$ cat src/rtl/bsr_pkg.sv
package bsr_pkg;
  localparam int OP_W   = 3;
  localparam int FLAG_W = 4;
  localparam int FC = 0;
  localparam int FZ = 1;
  localparam int FN = 2;
  localparam int FV = 3;

  typedef enum logic [OP_W-1:0] {
    OP_SHL  = 3'd0,
    OP_SHR  = 3'd1,
    OP_RTL  = 3'd2,
    OP_RTR  = 3'd3,
    OP_SAR  = 3'd4,
    OP_NSWP = 3'd5,
    OP_RSV6 = 3'd6,
    OP_RSV7 = 3'd7
  } bsr_op_e;
endpackage

$ cat src/rtl/bsr_datapath.sv
module bsr_datapath
  import bsr_pkg::*;
#(
  parameter int DATA_W = 8
) (
  input  logic [OP_W-1:0]   op,
  input  logic [DATA_W-1:0] opnd,
  input  logic              cin,
  output logic [DATA_W-1:0] res,
  output logic              cout
);
  localparam int HALF = DATA_W / 2;
  localparam int MSB  = DATA_W - 1;

  always_comb begin
    res  = opnd;
    cout = 1'b0;
    case (bsr_op_e'(op))
      OP_SHL:  begin res = {opnd[MSB-1:0], 1'b0};     cout = opnd[MSB]; end
      OP_SHR:  begin res = {1'b0, opnd[MSB:1]};       cout = opnd[0];   end
      OP_RTL:  begin res = {opnd[MSB-1:0], cin};      cout = opnd[MSB]; end
      OP_RTR:  begin res = {cin, opnd[MSB:1]};        cout = opnd[0];   end
      OP_SAR:  begin res = {opnd[MSB], opnd[MSB:1]};  cout = opnd[0];   end
      OP_NSWP: res = {opnd[HALF-1:0], opnd[MSB:HALF]};
      default: res = opnd;
    endcase
  end
endmodule

$ cat src/rtl/bsr_flags.sv
module bsr_flags
  import bsr_pkg::*;
#(
  parameter int DATA_W = 8
) (
  input  logic [OP_W-1:0]   op,
  input  logic [DATA_W-1:0] res,
  input  logic              cout,
  output logic [FLAG_W-1:0] flg,
  output logic [FLAG_W-1:0] we
);
  logic shift_class;
  logic n_bit;

  assign shift_class = (op <= OP_W'(OP_SAR));
  assign n_bit       = res[DATA_W-1];

  always_comb begin
    flg = '0;
    we  = '0;
    if (shift_class) begin
      flg[FC] = cout;
      flg[FZ] = ~|res;
      flg[FN] = n_bit;
      flg[FV] = n_bit ^ cout;
      we      = '1;
    end
  end
endmodule

$ cat src/rtl/bsr_unit.sv
module bsr_unit
  import bsr_pkg::*;
#(
  parameter int DATA_W = 8
) (
  input  logic              clk,
  input  logic              rst,
  input  logic              in_valid,
  input  logic [2:0]        op,
  input  logic [DATA_W-1:0] operand,
  input  logic              carry_in,
  output logic              out_valid,
  output logic [DATA_W-1:0] result,
  output logic [3:0]        flags,
  output logic [3:0]        flag_we
);
  logic [DATA_W-1:0] res_d;
  logic              cout_d;
  logic [FLAG_W-1:0] flg_d;
  logic [FLAG_W-1:0] we_d;

  bsr_datapath #(.DATA_W(DATA_W)) u_dp (
    .op(op), .opnd(operand), .cin(carry_in), .res(res_d), .cout(cout_d)
  );

  bsr_flags #(.DATA_W(DATA_W)) u_fl (
    .op(op), .res(res_d), .cout(cout_d), .flg(flg_d), .we(we_d)
  );

  always_ff @(posedge clk) begin
    if (rst) begin
      out_valid <= 1'b0;
      result    <= '0;
      flags     <= '0;
      flag_we   <= '0;
    end else begin
      out_valid <= in_valid;
      if (in_valid) begin
        result  <= res_d;
        flags   <= flg_d;
        flag_we <= we_d;
      end
    end
  end
endmodule

$ cat config.mk
export PLATFORM = sky130hd
export DESIGN_NAME = bsr_unit
export DESIGN_NICKNAME = d
export VERILOG_FILES = /design/src/rtl/bsr_pkg.sv /design/src/rtl/bsr_datapath.sv /design/src/rtl/bsr_flags.sv /design/src/rtl/bsr_unit.sv
export SDC_FILE = /design/constraint.sdc
export NUM_CORES = 1
export LEC_CHECK = 0
export BUFFER_PORTS_ARGS = -buffer_cell sky130_fd_sc_hd__buf_4
export CAP_MARGIN = 25
export CELL_PAD_IN_SITES_DETAIL_PLACEMENT = 2
export CELL_PAD_IN_SITES_GLOBAL_PLACEMENT = 2
export CORE_MARGIN = 4
export CORE_UTILIZATION = 29
export DETAILED_ROUTE_END_ITERATION = 16
export PLACE_DENSITY_LB_ADDON = 0.1
export SYNTH_ARGS = -nofsm -noshare
export SYNTH_HDL_FRONTEND = slang
export SYNTH_SLANG_ARGS = --single-unit
export TNS_END_PERCENT = 50
$ cat constraint.sdc
create_clock -name clk -period 2.8 [get_ports clk]
set_input_delay 0.14 -clock clk [delete_from_list [all_inputs] [get_ports clk]]
set_output_delay 0.14 -clock clk [all_outputs]
set_load 0.05 [all_outputs]
==> run summary, run 1 <==
The run finished with clean final reports. The power per standard cell area is 447 nW/um^2. The clock transition at the registers of the reported paths is 0.08 ns. The clock sink total is 14. The number of antenna cells inserted came out at 0.

STA classifies the critical path endpoint as a flip-flop. The signed area change from the synthesized netlist to the final layout is 24.5%. The clock latency of the later-clocked register in the worst-skew pair is 0.26 ns. The largest voltage drop on the vdd net came out at 0.112 mV.

The vias after detailed routing is 951. The hold violation count in the final report came to 0. The most frequent standard cell in the layout excluding fill and tap cells is sky130_fd_sc_hd__buf_4. The critical path is of the primary input to flip-flop type. The core utilization of the finished layout came out at 38.0%. The synthesized instance count is 111.

The number of setup buffers added after CTS is 0. The number of filler cells placed in the layout is 377. The die is 64.7 um tall. The top-level port count is 32. The initial core utilization is 30.5%.

The multi-input gate area in the final layout came out at 564 sq um. The remaining number of nets flagged by the antenna check after routing is 0. The count of H-tree levels built during CTS came out at 1.

The switching share of total power is 36.7%. The overall overflow remaining after global route is 0. The highest clock frequency the design can meet is 636 MHz. The worst hold path belongs to the class primary input to flip-flop. The max-capacitance violation count came out at 0. The average routed wire per standard cell came out at 16.0 um. The number of setup violations in the final report came out at 0.

For this run, asynchronously set or reset flops after synthesis account for 0%. The final weighted congestion in routability-driven placement is 0.752. In the synthesized netlist the dominant register cell turns out to be sky130_fd_sc_hd__dfxtp_1. The wire length of the first global-routing pass is 4.91 mm. The number of antenna violations at the first check in global routing came to 0.

After legalization and detailed placement, the total HPWL measured 2.23 mm. For the pin with the worst max-slew slack, the measured transition is 0.519 ns. The average cell area after synthesis is 8.39 sq um.

The register bit total from synthesis is 14. In this run the tool buffered the top-level ports with 31 buffer cells. The cell type group with the largest total delay on the critical path is simple AND/OR/NAND/NOR gates.

The net count after synthesis is 126. The worst-path maximum fanout came out at 29. The critical path goes through buf_4, nor3b_1, o32ai_1, or4_1, o31ai_1, a41o_1. The slowest stage cell on the critical path is sky130_fd_sc_hd__or4_1.

The aggregate global-route resource usage came out at 14.8%. The pin count of the biggest net entering global routing is 30. Setup repair after global routing left no endpoint under its margin. The internal power of the cells came out at 328 uW. At the placement stage, the worst setup path has a slack of 0.953 ns.

The number of warnings issued by yosys is 0. The distinct cell type count after synthesis came out at 34. The worst max-slew margin expressed relative to the limit is 65.1%. The via count of the first global-routing pass was 990. The number of enable-type register cells in the synthesized netlist came out at 0.

The average vias per placed instance came out at 5.37. The number of buffers and inverters on the critical path came out at 1. The worst setup path is launched from a primary input. The number of DRC violations after detailed-routing iteration 0 came out at 26. The final worst-path setup slack is 1.23 ns.

Summing every instance area after synthesis gives 931 sq um. The final critical delay including setup and external delays came out at 1.57 ns. The residual DRC count is 0.

The signal arrival time at the worst endpoint came out at 1.79 ns. The hold-fix buffer count after cts is 0. The area taken by flip-flops and latches came out at 280 sq um. Adding up every negative setup slack in the final design gives 0 ns. After clock tree synthesis, the repair step resized 0 gates. The total number of nets in the final design came out at 150.

The leakage power total came out at 0.448 nW. In this run the power spent charging and discharging nets is 190 uW. The fraction of the yosys area taken by sequential cells is 30.1%. The total count of max-transition violations in the final report is 0. The area of the core came out at 3050 sq um. The worst-case clock skew came out at 0 ns. The data required time at the worst endpoint is 3.02 ns. The number of iterations in the first detailed-routing pass is 4. The fraction of the cycle the final worst path needs is 56.2%.

The buffer depth of the longest clock path is 2. The number of buffers added by the clock tree synthesis step came out at 3. The final routed wirelength across all metal layers is 2.84 mm.

Of the cells placed in the final design, the portion with a size suffix greater than 1 is 28.6%. In the layout the commonest cells are sky130_fd_sc_hd__buf_4 (31), sky130_fd_sc_hd__dfxtp_1 (14), sky130_fd_sc_hd__nor2_1 (12). The largest single stage delay on the critical path is 0.53 ns. Per report_power, the combinational group accounts for 37.1% of the total. TritonCTS built the clock tree. The die outline width is 64.7 um. The number of cell rows is 20. The die area is 4180 sq um.

The clock network power share is 20.7%. The sequential share of power is 42.2%. The root cell of the clock tree is sky130_fd_sc_hd__clkbuf_4.
-- routing by layer --
layer	wire length (um)	share of wire (%)	GRT usage, %
met1	1350	48	18.8
met3	83	2.9	1.56
met4	55	1.9	7.92
met2	1350	48	24.6
met5	0	0	0
-- power by group through the flow --
stage	Sequential [mW]	Clock (mW)	Combinational [mW]
global placement	0.223	0	0.191
detailed placement	0.224	0	0.195
floorplan	0.267	0	0.0896
finish	0.219	0.107	0.192
global route	0.221	0.126	0.209
CTS	0.219	0.113	0.195
-- Yosys cell counts, drive strengths merged (2+ instances only) --
master / instances / area, sq um
nor2: 12 / 45.0
buf: 9 / 71.3
o211ai: 6 / 45.0
a211oi: 2 / 15.0
o32ai: 5 / 43.8
dfxtp: 14 / 280
nand2b: 9 / 56.3
o31ai: 3 / 22.5
mux2i: 4 / 40.0
nor2b: 2 / 12.5
o21ai: 8 / 40.0
a22oi: 3 / 27.5
nand2: 2 / 7.51
clkbuf: 3 / 11.3
o22ai: 2 / 12.5
a21oi: 9 / 45.0
nor3b: 6 / 55.1
-- final cells by class --
type                       instances  share of cell area, %
clock buffer                       3                   1.94
inverter                           1                  0.324
multi-input combinational         84                   48.7
sequential                        14                   24.2
tap                               44                   4.75
timing repair buffer              31                   20.1
-- path summary, 6_finish.rpt --
path | endpoint | slack, ns | depth (start not counted) | startpoint
setup / recovery | flags[1]$_SDFFE_PP0P_ | 1.23 | 6 | op[2]
hold / removal | result[4]$_SDFFE_PP0P_ | 0.16 | 2 | rst
setup reg to reg | flags[3]$_SDFFE_PP0P_ | 1.87 | 2 | flags[3]$_SDFFE_PP0P_
hold reg to reg | result[2]$_SDFFE_PP0P_ | 0.48 | 2 | result[2]$_SDFFE_PP0P_
-- kinds of logic (layout without fill, tap and decap cells) --
logic type | after synthesis | in the layout | synth area share, %
muxes | 4 | 4 | 4.30
AOI/OAI and AO/OA | 45 | 45 | 34.0
buffers and inverters | 13 | 35 | 9.27
DFF | 14 | 14 | 30.1
and+or+nand+nor | 34 | 34 | 21.4
xor gates and xnor gates | 1 | 1 | 0.941
-- worst register-to-register path, cell delays in order (launching register included) --
cell and delay [ns]:
sky130_fd_sc_hd__dfxtp_1 0.33, sky130_fd_sc_hd__or3b_2 0.44, sky130_fd_sc_hd__o31ai_1 0.07
-- per-stage QoR --
| step | power [mW] | std cells | hold slack [ns] | cell area (sq um) |
|---|---|---|---|---|
| after CTS | 0.528 | 177 | 0.151 | 1160 |
| final | 0.518 | 177 | 0.158 | 1160 |
| after global routing | 0.557 | 177 | 0.147 | 1160 |
| after floorplan | 0.357 | 111 | 0.212 | 931 |
| after global placement | 0.414 | 174 | 0.438 | 1140 |
| after detailed placement | 0.419 | 174 | 0.445 | 1140 |
-- sequential cells by signal (all words and copies together) (netlist names) --
signal,flops
out_valid,1
flags,4
result,8
flag_we,1
Power figures use the tool's default switching activity.
==> run 2: changes to the inputs <==
CORE_UTILIZATION = 27   (was 29)
clock period = 1.5 ns   (was 2.8 ns; I/O delays follow)
==> run 2 against run 1 <==
  * Critical path depth did not move
  * Die area rose by 6.5%
  * Cell area rose by 13%
  * Final cell count rose by 12%
  * Clock power rose by 94%
  * Register-to-register slack got worse by 1.3 ns
  * Core utilization rose by 1.5 points
  * Wire length rose by 17%
  * Sequential cell count did not move
  * Total power rose by 99%
  * Highest routed layer unchanged
==> run summary, run 2 (synthesis results as in run 1) <==
The core utilization of the finished layout was 39.4% (+1.5 points). The slowest stage of the critical path belongs to the cell sky130_fd_sc_hd__a2111oi_2. The multi-input gate area in the final layout is 576 sq um (+2.0%).

The length in cells of the worst reg-to-reg path came out at 2 (unchanged). The number of setup violations in the final report is 0 (unchanged). The number of antenna cells inserted was 0 (unchanged). The residual DRC count came out at 0 (unchanged). The count of H-tree levels built during CTS is 1 (unchanged). Signal routing reaches up to met4. The pin count of the biggest net entering global routing came out at 25 (-17%). Grouping stages by cell kind, the critical path spends the most delay in compound AO/OA/AOI/OAI gates.

The final weighted congestion in routability-driven placement came out at 0.784 (+4.2%). The hold-fix buffer count after cts is 0 (unchanged). The number of antenna violations at the first check in global routing came to 0 (unchanged). In the final layout, the registers with the most flip-flops are result (8), flags (4). The clock network power share came to 20.1% (-0.6 points). The total count of max-transition violations in the final report is 0 (unchanged).

The part of the power in combinational logic was 40.2% (+3.1 points). The remaining number of nets flagged by the antenna check after routing came out at 0 (unchanged). The total number of nets in the final design is 169 (+13%). The pin slew with the least headroom to its limit is 0.600 ns (+0.0810 ns). Setup repair after global routing left no endpoint under its margin.

The number of cell rows was 21 (+5.0%). The register ranked first by flip-flop count is result. The total net switching power came to 379 uW (+100%). The most frequent standard cell in the layout excluding fill and tap cells is sky130_fd_sc_hd__buf_4. The clock sink total is 14 (unchanged). The final routed wirelength across all metal layers came out at 3.33 mm (+17%). The initial core utilization is 27.9% (-2.6 points).

The clock latency of the later-clocked register in the worst-skew pair is 0.27 ns (about the same). The final HPWL from detailed placement came to 2.69 mm (+21%). The instance count along the most critical hold path was 2 (unchanged). The buffers inserted during post-CTS setup optimization is 0 (unchanged). The worst-case clock skew is 0 ns (unchanged). The class of the tightest hold or removal check is primary input to flip-flop. TritonCTS built the clock tree. After layout, the minimum clock period comes to 1.39 ns.

The via count of the first global-routing pass came out at 1,111 (+12%). STA classifies the critical path startpoint as a primary input. The largest voltage drop on the vdd net came out at 0.215 mV (+92%).

The number of buffers and inverters on the critical path is 2 (+1). The average vias per placed instance came out at 5.16 (-3.9%). The share of post-route cells with drive strength above 1 is 38.8% (+10 points). The number of flip-flops in the largest register came out at 8 (unchanged).

The count of input and output buffers came out at 31 (unchanged). The dominant cell type by count on the critical path is sky130_fd_sc_hd__buf_4. The worst hold path begins at rst. The average routed wire per standard cell was 16.8 um (+4.8%). The overall overflow remaining after global route came out at 0 (unchanged).

The worst-path maximum fanout came out at 13 (-55%). The root cell of the clock tree is sky130_fd_sc_hd__clkbuf_4. The top-level port count is 32 (unchanged).

The post-placement worst setup slack came out at -0.340 ns (-1.29 ns). The sequential share of power came to 39.6% (-2.6 points). The area of the core came out at 3340 sq um (+9.3%). Derived from the worst setup path, the maximum achievable clock frequency is 718 MHz. The number of filler cells placed in the layout is 400 (+6.1%). The power per standard cell area came to 785 nW/um^2 (+75%).

The met2 layer wire length in the routed design came out at 1.75 mm (+30%). In this run the worst setup path begins at op[2]. The wire length of the first global-routing pass came out at 5.38 mm (+9.7%). The switching share of total power came out at 36.8% (+0.12 points). The clock transition at the registers of the reported paths is 0.08 ns (about the same). The delay contributed by the slowest stage of the critical path came out at 0.46 ns (-0.07 ns). The instance count on the critical path came out at 6 (unchanged). Traced cell by cell, the critical path runs through buf_4, buf_4, nor3b_1, o32ai_1, a2111oi_2, a41o_1.

The max-capacitance violation count came out at 0 (unchanged). The final worst-path setup slack is 0.108 ns (-1.12 ns). The met3 wire length came out at 127 um (+53%). The die outline width came out at 66.7 um (+3.2%).

The number of iterations in the first detailed-routing pass was 4 (unchanged). The worst path uses 92.8% of the clock period. The vias after detailed routing came to 1,022 (+7.5%).

The buffer depth of the longest clock path came out at 2 (unchanged). The signal arrival time at the worst endpoint came out at 1.60 ns (-0.19 ns). The internal power of the cells is 652 uW (+99%). The area growth from synthesis to layout is 41.3%. The overall die height came out at 66.7 um (+3.2%). The area taken by flip-flops and latches came out at 280 sq um (unchanged). The critical path in this run is classified as primary input to flip-flop. The startpoint identified for the worst register-to-register timing path is flags[3]$_SDFFE_PP0P_. The top cell types in the final layout, fill and taps aside, are sky130_fd_sc_hd__buf_4 (50), sky130_fd_sc_hd__dfxtp_1 (14), sky130_fd_sc_hd__nor2_1 (12). The worst max-slew margin expressed relative to the limit is 59.9% (-5.2 points). The die area came out at 4450 sq um (+6.5%). The hold violation count in the final report came out at 0 (unchanged).

The leakage power total is 0.541 nW (+21%). The number of buffers added by the clock tree synthesis step is 3 (unchanged). The flow ran to the end, and the final reports show no timing, DRC or antenna violations.

The number of DRC violations after detailed-routing iteration 0 is 74 (+180%). The capturing element type of the critical path is a flip-flop. The data required time at the worst endpoint came out at 1.71 ns (-1.31 ns). The routed metal-1 wire length came out at 1.43 mm (+6.2%). The aggregate global-route resource usage is 15.6% (+0.75 points).
==> run 2: cell types whose count changed in the layout (fill, tap and decap cells not counted), sizes merged <==
| cell | change |
|---|---|
| buf | +19 |
==> run 2: metal layers <==
metal | GRT usage, % | up-vias
met5 | 0 | -
met4 | 4.57 | 0
met3 | 1.01 | 2
met2 | 30.0 | 22
met1 | 18.1 | 494
li1 | - | 504
==> run 2: worst paths after layout <==
kind	end	slack, ns
setup / recovery	flags[1]$_SDFFE_PP0P_	0.11
hold / removal	flag_we[2]$_SDFFE_PP0P_	0.09
setup reg to reg	flags[3]$_SDFFE_PP0P_	0.56
hold reg to reg	result[0]$_SDFFE_PP0P_	0.48
==> run 2: timing repair <==
action / CTS / global route
endpoints found under the setup margin: 1 / 1
hold endpoints to repair: 0 / 0
gates resized for setup: 1 / 2
==> run 2: power by group through the flow <==
stage / Sequential, mW / Clock (mW) / Combinational (mW)
after floorplan: 0.499 / 0 / 0.167
after global placement: 0.416 / 0 / 0.404
after detailed placement: 0.418 / 0 / 0.415
after CTS: 0.410 / 0.216 / 0.417
after global routing: 0.413 / 0.233 / 0.445
final: 0.409 / 0.208 / 0.415
==> run 2: final cells by class <==
class                      instances  share of cell area [%]
tap                               46                    4.38
inverter                           1                   0.285
multi-input combinational         84                    43.8
clock buffer                       3                    1.71
sequential                        14                    21.3
timing repair buffer              50                    28.5
==> run 2: worst register-to-register path: cells and delay by family, from the launching register on <==
| family | cells | cell delay, ns |
|---|---|---|
| simple gates | 1 | 0.44 |
| flops | 1 | 0.34 |
| compound gates | 1 | 0.07 |
==> run 2: metrics by stage <==
stage	cells	instance area [sq um]	power (mW)	hold slack, ns	TNS [ns]
after floorplan	111	931	0.666	0.147	0
after global placement	195	1280	0.820	0.376	-0.106
after detailed placement	195	1280	0.833	0.378	-0.340
after CTS	198	1310	1.04	0.0811	0
after global routing	198	1320	1.09	0.0896	0
final	198	1320	1.03	0.0889	0
